--- config.mk ---
export PLATFORM = sky130hd
export DESIGN_NAME = pwm_chopper
export DESIGN_NICKNAME = d
export VERILOG_FILES = /design/src/rtl/pwm_chop_pkg.sv /design/src/rtl/pwm_on_window.sv /design/src/rtl/pwm_off_timer.sv /design/src/rtl/pwm_chopper.sv
export SDC_FILE = /design/constraint.sdc
export NUM_CORES = 1
export LEC_CHECK = 0
export ABC_AREA = 1
export ABC_CLOCK_PERIOD_IN_PS = 3200
export BUFFER_PORTS_ARGS = -buffer_cell sky130_fd_sc_hd__buf_2
export CORE_MARGIN = 1.5
export CORE_UTILIZATION = 50
export DETAILED_ROUTE_END_ITERATION = 16
export GPL_ROUTABILITY_DRIVEN = 1
export GPL_TIMING_DRIVEN = 0
export PLACE_DENSITY = 0.72
export REMOVE_ABC_BUFFERS = 1
export SYNTH_ARGS = -nofsm -noshare
export SYNTH_HDL_FRONTEND = slang
export SYNTH_HIERARCHICAL = 1
export SYNTH_SLANG_ARGS = --single-unit
--- constraint.sdc ---
create_clock -name clk_i -period 3.2 [get_ports clk_i]
set_clock_uncertainty 0.05 [all_clocks]
set_input_delay 0 -clock clk_i [delete_from_list [all_inputs] [get_ports clk_i]]
set_output_delay 0 -clock clk_i [all_outputs]
set_load 0.005 [all_outputs]
--- src/rtl/pwm_chop_pkg.sv ---
package pwm_chop_pkg;
  typedef enum logic [1:0] {
    PH_IDLE = 2'd0,
    PH_ON   = 2'd1,
    PH_OFF  = 2'd2
  } phase_t;
endpackage

--- src/rtl/pwm_on_window.sv ---
module pwm_on_window #(
  parameter int ON_W = 10
) (
  input  logic            clk_i,
  input  logic            rst_ni,
  input  logic            clr_i,
  input  logic            start_i,
  input  logic            run_i,
  input  logic [ON_W-1:0] blank_cycles_i,
  input  logic [ON_W-1:0] min_on_cycles_i,
  output logic            in_blank_o,
  output logic            done_o
);
  localparam logic [ON_W-1:0] CntMax = {ON_W{1'b1}};
  localparam logic [ON_W-1:0] CntOne = ON_W'(1);

  logic [ON_W-1:0] cnt_q, cnt_d;
  logic            cnt_en;

  // on-cycle index, 1 on the first on cycle, saturating
  always_comb begin
    cnt_en = clr_i | start_i | (run_i & (cnt_q != CntMax));
    cnt_d  = cnt_q;
    if (clr_i)        cnt_d = '0;
    else if (start_i) cnt_d = CntOne;
    else if (run_i)   cnt_d = cnt_q + 1'b1;
  end

  always_ff @(posedge clk_i or negedge rst_ni) begin
    if (!rst_ni)     cnt_q <= '0;
    else if (cnt_en) cnt_q <= cnt_d;
  end

  assign in_blank_o = (cnt_q != '0) && (cnt_q <= blank_cycles_i);
  assign done_o     = (cnt_q >= min_on_cycles_i) && (cnt_q > blank_cycles_i);

  // a fresh on phase always starts outside the completed state unless windows are zero
  a_r2_fresh_start: assert property (@(posedge clk_i) disable iff (!rst_ni)
    (start_i && !clr_i) |=> (cnt_q == CntOne))
    else $error("a_r2_fresh_start");
endmodule

--- src/rtl/pwm_off_timer.sv ---
module pwm_off_timer #(
  parameter int OFF_W = 19
) (
  input  logic             clk_i,
  input  logic             rst_ni,
  input  logic             clr_i,
  input  logic             load_i,
  input  logic             run_i,
  input  logic [OFF_W-1:0] load_val_i,
  output logic             expire_o
);
  localparam logic [OFF_W-1:0] CntOne = OFF_W'(1);

  logic [OFF_W-1:0] cnt_q, cnt_d;
  logic             cnt_en;

  always_comb begin
    cnt_en = clr_i | load_i | (run_i & ~expire_o);
    cnt_d  = cnt_q;
    if (clr_i)       cnt_d = '0;
    else if (load_i) cnt_d = load_val_i;
    else if (run_i)  cnt_d = cnt_q - 1'b1;
  end

  always_ff @(posedge clk_i or negedge rst_ni) begin
    if (!rst_ni)     cnt_q <= '0;
    else if (cnt_en) cnt_q <= cnt_d;
  end

  assign expire_o = (cnt_q <= CntOne);

  // a loaded interval longer than one cycle is not over on the next cycle
  a_r9_load_holds: assert property (@(posedge clk_i) disable iff (!rst_ni)
    (load_i && !clr_i && (load_val_i > CntOne)) |=> !expire_o)
    else $error("a_r9_load_holds");
endmodule

--- src/rtl/pwm_chopper.sv ---
module pwm_chopper
  import pwm_chop_pkg::*;
#(
  parameter int ON_W  = 10,
  parameter int OFF_W = 19
) (
  input  logic             clk_i,
  input  logic             rst_ni,
  input  logic             en_i,
  input  logic             over_ref_i,
  input  logic [ON_W-1:0]  blank_cycles_i,
  input  logic [ON_W-1:0]  min_on_cycles_i,
  input  logic [OFF_W-1:0] off_cycles_i,
  output logic             bridge_on_o,
  output logic             chopping_o,
  output logic             blanking_o
);
  phase_t ph_q, ph_d;
  logic   win_done, win_blank, off_exp;
  logic   trip, win_start, win_run, off_load, off_run, tmr_clr;

  assign trip = (ph_q == PH_ON) && win_done && over_ref_i;

  always_comb begin
    ph_d = ph_q;
    if (!en_i) ph_d = PH_IDLE;
    else begin
      unique case (ph_q)
        PH_IDLE: ph_d = PH_ON;
        PH_ON:   if (trip)    ph_d = PH_OFF;
        PH_OFF:  if (off_exp) ph_d = PH_ON;
        default: ph_d = PH_IDLE;
      endcase
    end
  end

  always_ff @(posedge clk_i or negedge rst_ni) begin
    if (!rst_ni) ph_q <= PH_IDLE;
    else         ph_q <= ph_d;
  end

  assign tmr_clr   = !en_i;
  assign win_start = en_i && ((ph_q == PH_IDLE) || ((ph_q == PH_OFF) && off_exp));
  assign win_run   = en_i && (ph_q == PH_ON);
  assign off_load  = en_i && trip;
  assign off_run   = en_i && (ph_q == PH_OFF);

  pwm_on_window #(.ON_W(ON_W)) u_win (
    .clk_i           (clk_i),
    .rst_ni          (rst_ni),
    .clr_i           (tmr_clr),
    .start_i         (win_start),
    .run_i           (win_run),
    .blank_cycles_i  (blank_cycles_i),
    .min_on_cycles_i (min_on_cycles_i),
    .in_blank_o      (win_blank),
    .done_o          (win_done)
  );

  pwm_off_timer #(.OFF_W(OFF_W)) u_off (
    .clk_i      (clk_i),
    .rst_ni     (rst_ni),
    .clr_i      (tmr_clr),
    .load_i     (off_load),
    .run_i      (off_run),
    .load_val_i (off_cycles_i),
    .expire_o   (off_exp)
  );

  assign bridge_on_o = (ph_q == PH_ON);
  assign chopping_o  = (ph_q == PH_OFF);
  assign blanking_o  = (ph_q == PH_ON) && win_blank;

  // an allowed comparator trip starts an off interval at that edge
  a_r5_trip_off: assert property (@(posedge clk_i) disable iff (!rst_ni)
    (bridge_on_o && win_done && over_ref_i && en_i) |=> chopping_o)
    else $error("a_r5_trip_off");

  // the bridge cannot leave the on phase before both windows close
  a_r4_hold_on: assert property (@(posedge clk_i) disable iff (!rst_ni)
    (bridge_on_o && !win_done && en_i) |=> bridge_on_o)
    else $error("a_r4_hold_on");

  // blanking masks the comparator
  a_r3_blank_mask: assert property (@(posedge clk_i) disable iff (!rst_ni)
    (blanking_o && en_i) |=> !chopping_o)
    else $error("a_r3_blank_mask");

  // the end of an off interval turns the bridge on again
  a_r6_reenter_on: assert property (@(posedge clk_i) disable iff (!rst_ni)
    (chopping_o && off_exp && en_i) |=> bridge_on_o)
    else $error("a_r6_reenter_on");

  // enable low idles everything
  a_r8_disable_idle: assert property (@(posedge clk_i) disable iff (!rst_ni)
    !en_i |=> (!bridge_on_o && !chopping_o && !blanking_o))
    else $error("a_r8_disable_idle");

  // on and off requests are exclusive
  a_r10_exclusive: assert property (@(posedge clk_i) disable iff (!rst_ni)
    !(bridge_on_o && chopping_o))
    else $error("a_r10_exclusive");
endmodule

==> impl_metrics.sql <==
INSERT INTO impl_metrics (metric_group, metric, value, unit) VALUES
('outcome', 'run_status', 'finished, final reports clean', ''),
('worst_setup_path', 'critical_path.cell_chain', 'ha_1 -> nand2_1 -> inv_1 -> nand2_1 -> nand2_1 -> nand2_1 -> nand3_1 -> nor2_1 -> nor2_1 -> nand2_1 -> inv_1 -> nand3_2 -> clkinvlp_4 -> nor2_2 -> nand2_2 -> o21ai_0', ''),
('worst_setup_path', 'worst_path_max_delay_cell', 'sky130_fd_sc_hd__dfrtp_1', ''),
('sta', 'final_max_slew_viol_count', '0', ''),
('power', 'pwr-share-seq', '30.7', '%'),
('floorplanning', 'vert_die_dim', '80.64', 'µm'),
('final_layout', 'post_route_cells_drive_above_1_share', '19.51', '%'),
('detailed_routing', 'vias', '3079', ''),
('final_layout', 'number_of_antenna_cells_inserted', '0', ''),
('synth', 'synthArstFlopShare', '100.0', '%'),
('worst_setup_path', 'crit_type', 'register to register', ''),
('worst_setup_path', 'cpMostUsedCell', 'sky130_fd_sc_hd__nand2_1', ''),
('worst_setup_path', 'reg2reg_slack', '310', 'ps'),
('synth', 'mappedNetlistArea', '3014', 'µm²'),
('detailed_routing', 'firstDrtPassIters', '5', ''),
('synth', 'synth_sequential_area_ratio', '25.74', '%'),
('final_layout', 'postLayoutCoreUtil', '60.10', '%'),
('synth', 'unique_masters_post_synth', '33', ''),
('clock_network', 'cts-buffers-inserted', '5', ''),
('sta', 'holdWs', '7.553', 'ps'),
('clock_network', 'cts.path.max_buffers', '2', ''),
('power', 'leakage', '0.001917', 'µW'),
('detailed_routing', 'drc', '0', ''),
('global_route', 'number_of_global_route_vias_before_repair', '2917', ''),
('clock_network', 'clkSlewWorstSetupHoldPaths', '70', 'ps'),
('final_layout', 'mostFrequentLayoutCells', 'sky130_fd_sc_hd__nand2_1, sky130_fd_sc_hd__nor2_1, sky130_fd_sc_hd__inv_1', ''),
('floorplanning', 'floorplan.io_pins', '46', ''),
('power', 'power_frac_clock', '22.7', '%'),
('global_route', 'grt_max_degree', '32', ''),
('floorplanning', 'core_area', '5886', 'µm²'),
('power', 'power.net_switching', '801.9', 'µW'),
('worst_setup_path', 'timing.critical_path.from_type', 'register', ''),
('floorplanning', 'chipWidth', '80.64', 'µm'),
('global_route', 'global_route.overflow_total', '0', ''),
('final_layout', 'nets', '594', ''),
('worst_setup_path', 'cp-end-kind', 'register', ''),
('synth', 'synthesis.area_per_instance', '6.413', 'µm²'),
('floorplanning', 'start_util', '51.21', '%'),
('synth', 'yosys_warning_total', '6', ''),
('synth', 'netlist_instances', '470', ''),
('power', 'fraction_of_power_spent_switching_nets', '43.92', '%'),
('power', 'p_per_area', '516.2', 'nW/µm²'),
('detailed_routing', 'drt-wirelength-per-cell', '12.36', 'µm'),
('global_route', 'number_of_antenna_violations_at_the_first_check_in_global_routing', '0', ''),
('power', 'cellInternalPower', '1024', 'µW'),
('worst_setup_path', 'cp-endpoint', 'u_off/cnt_q[2]', ''),
('worst_setup_path', 'timing.rr.end', 'u_off/cnt_q[2]', ''),
('clock_network', 'root_driver', 'sky130_fd_sc_hd__clkbuf_8', ''),
('clock_network', 'insertion_delay', '290', 'ps'),
('place', 'dp_hpwl', '5337', 'µm'),
('worst_setup_path', 'cp_slowest_stage_delay', '520', 'ps'),
('clock_network', 'cts.htree.levels', '2', ''),
('worst_setup_path', 'critical_path.reg2reg.startpoint', 'u_win/cnt_q[5]', ''),
('sta', 'max_clock_freq', '345.5', 'MHz'),
('detailed_routing', 'route.detailed.vias_per_inst', '5.106', ''),
('sta', 'fin_crit', '2894', 'ps'),
('sta', 'finalSetupViolCount', '0', ''),
('worst_setup_path', 'timing.critical_path.from', 'u_win/cnt_q[5]', ''),
('detailed_routing', 'drt.antenna.violating_nets', '0', ''),
('place', 'place_congestion', '0.9125', ''),
('floorplanning', 'die-area', '6503', 'µm²'),
('final_layout', 'finalNonFillerCells', '603', ''),
('place', 'io_buffer_count', '45', ''),
('sta', 'timing.max_slew.rel_slack', '49.22', '%'),
('place', 'dp.cells', '582', ''),
('job', 'cap_violations', '0', ''),
('sta', 'tightestPinTransition', '761.8', 'ps'),
('worst_setup_path', 'crit_required', '3360', 'ps'),
('global_route', 'grtUsageTotal', '25.04', '%'),
('synth', 'ys.flop_type', 'sky130_fd_sc_hd__dfrtp_1', ''),
('final_layout', 'synthToLayoutAreaGrowth', '17.35', '%');
-- metal layers --
metal / global-route usage, % / up-vias / wire length (µm)
met5: 0 / - / 0
met1: 28.54 / 1378 / 3156
met2: 47.48 / 79 / 3849
met3: 3.409 / 14 / 312
met4: 7.931 / 0 / 138
li1: - / 1608 / -
-- sequential cells by signal, indices dropped and copies added (netlist names) --
name / flops
u_off/cnt_q: 19
ph_q: 2
u_win/cnt_q: 10
-- synthesized netlist by cell type, types with 2 or more instances --
cell	instances	area, µm²
sky130_fd_sc_hd__o21ai_2	3	26.28
sky130_fd_sc_hd__o21ai_1	3	15.01
sky130_fd_sc_hd__a21oi_1	10	50.05
sky130_fd_sc_hd__a21o_1	2	15.01
sky130_fd_sc_hd__o21bai_1	2	15.01
sky130_fd_sc_hd__xor2_1	2	17.52
sky130_fd_sc_hd__clkbuf_1	5	18.77
sky130_fd_sc_hd__nand2_4	2	22.52
sky130_fd_sc_hd__nand4_1	8	50.05
sky130_fd_sc_hd__nor2_1	71	266.5
sky130_fd_sc_hd__o21ai_0	17	85.08
sky130_fd_sc_hd__a31oi_1	2	12.51
sky130_fd_sc_hd__nand3_2	12	120.1
sky130_fd_sc_hd__nor3_1	4	20.02
sky130_fd_sc_hd__nor2_2	7	43.79
sky130_fd_sc_hd__dfrtp_1	31	775.7
sky130_fd_sc_hd__nand2_1	130	488.0
sky130_fd_sc_hd__ha_1	24	300.3
sky130_fd_sc_hd__inv_1	64	240.2
sky130_fd_sc_hd__nor2_4	2	22.52
sky130_fd_sc_hd__inv_2	2	7.510
sky130_fd_sc_hd__nand2_2	13	81.33
sky130_fd_sc_hd__nand3_1	44	220.2
-- worst reg2reg max path: stages, from the launching register on --
cell	delay (ps)
sky130_fd_sc_hd__dfrtp_1	520
sky130_fd_sc_hd__ha_1	310
sky130_fd_sc_hd__nand2_1	90
sky130_fd_sc_hd__inv_1	60
sky130_fd_sc_hd__nand2_1	60
sky130_fd_sc_hd__nand2_1	50
sky130_fd_sc_hd__nand2_1	50
sky130_fd_sc_hd__nand3_1	60
sky130_fd_sc_hd__nor2_1	90
sky130_fd_sc_hd__nor2_1	60
sky130_fd_sc_hd__nand2_1	80
sky130_fd_sc_hd__inv_1	50
sky130_fd_sc_hd__nand3_2	90
sky130_fd_sc_hd__clkinvlp_4	310
sky130_fd_sc_hd__nor2_2	330
sky130_fd_sc_hd__nand2_2	290
sky130_fd_sc_hd__o21ai_0	250
-- worst min path at each step --
stage	start	endpoint	cells after the start
2_1_floorplan	rst_ni	ph_q[0]	0
3_3_place_gp	rst_ni	u_win/cnt_q[7]	1
3_5_place_dp	rst_ni	u_win/cnt_q[7]	1
4_1_cts	off_cycles_i[0]	u_off/cnt_q[0]	5
5_1_grt	off_cycles_i[1]	u_off/cnt_q[1]	5
6_report	off_cycles_i[0]	u_off/cnt_q[0]	5
-- power by group through the flow --
stage | combinational (µW) | clock, µW | sequential [µW]
after floorplan | 656 | 0 | 538
after global placement | 807 | 0 | 561
after detailed placement | 826 | 0 | 561
after CTS | 844 | 424 | 556
after global routing | 995 | 438 | 572
final | 851 | 414 | 561
-- kinds of logic (layout without fill, tap and decap cells) --
kind of cell,count (synthesis),in the layout,share of synthesized area (%)
AOI/OAI and AO/OA,39,39,7.264
DFF,31,31,25.74
and+or+nand+nor,297,298,45.58
xor gates and xnor gates,3,3,0.8719
adders and majority gates,24,24,9.963
buffers and inverters,76,133,10.59
-- layout make-up --
cell class	count	area, µm²	share of cell area [%]
multi-input combinational	364	1933	54.65
clock buffer	6	82.58	2.335
clock inverter	2	35.03	0.9904
tap	75	93.84	2.653
inverter	68	276.5	7.817
sequential	31	775.7	21.93
timing repair inverter	1	7.507	0.2122
timing repair buffer	56	332.8	9.409
-- stage by stage --
| stage | TNS, ps | instance area (µm²) | total power (µW) |
|---|---|---|---|
| after floorplan | 0 | 2964 | 1193 |
| after global placement | -1349 | 3283 | 1368 |
| after detailed placement | -1187 | 3283 | 1388 |
| after CTS | 0 | 3521 | 1825 |
| after global routing | 0 | 3537 | 2006 |
| final | 0 | 3537 | 1826 |
-- timing repair --
| action | 4_1_cts | 5_1_grt |
|---|---|---|
| pin swaps | 0 | 1 |
| setup endpoints to repair | 11 | 10 |
| gates resized for setup | 4 | 1 |
| buffers inserted | 0 | 1 |
| hold buffers | 10 | 0 |
| hold endpoints to repair | 39 | 0 |
| gates cloned | 1 | 1 |
Note: power is estimated with default switching activity, not from simulation.
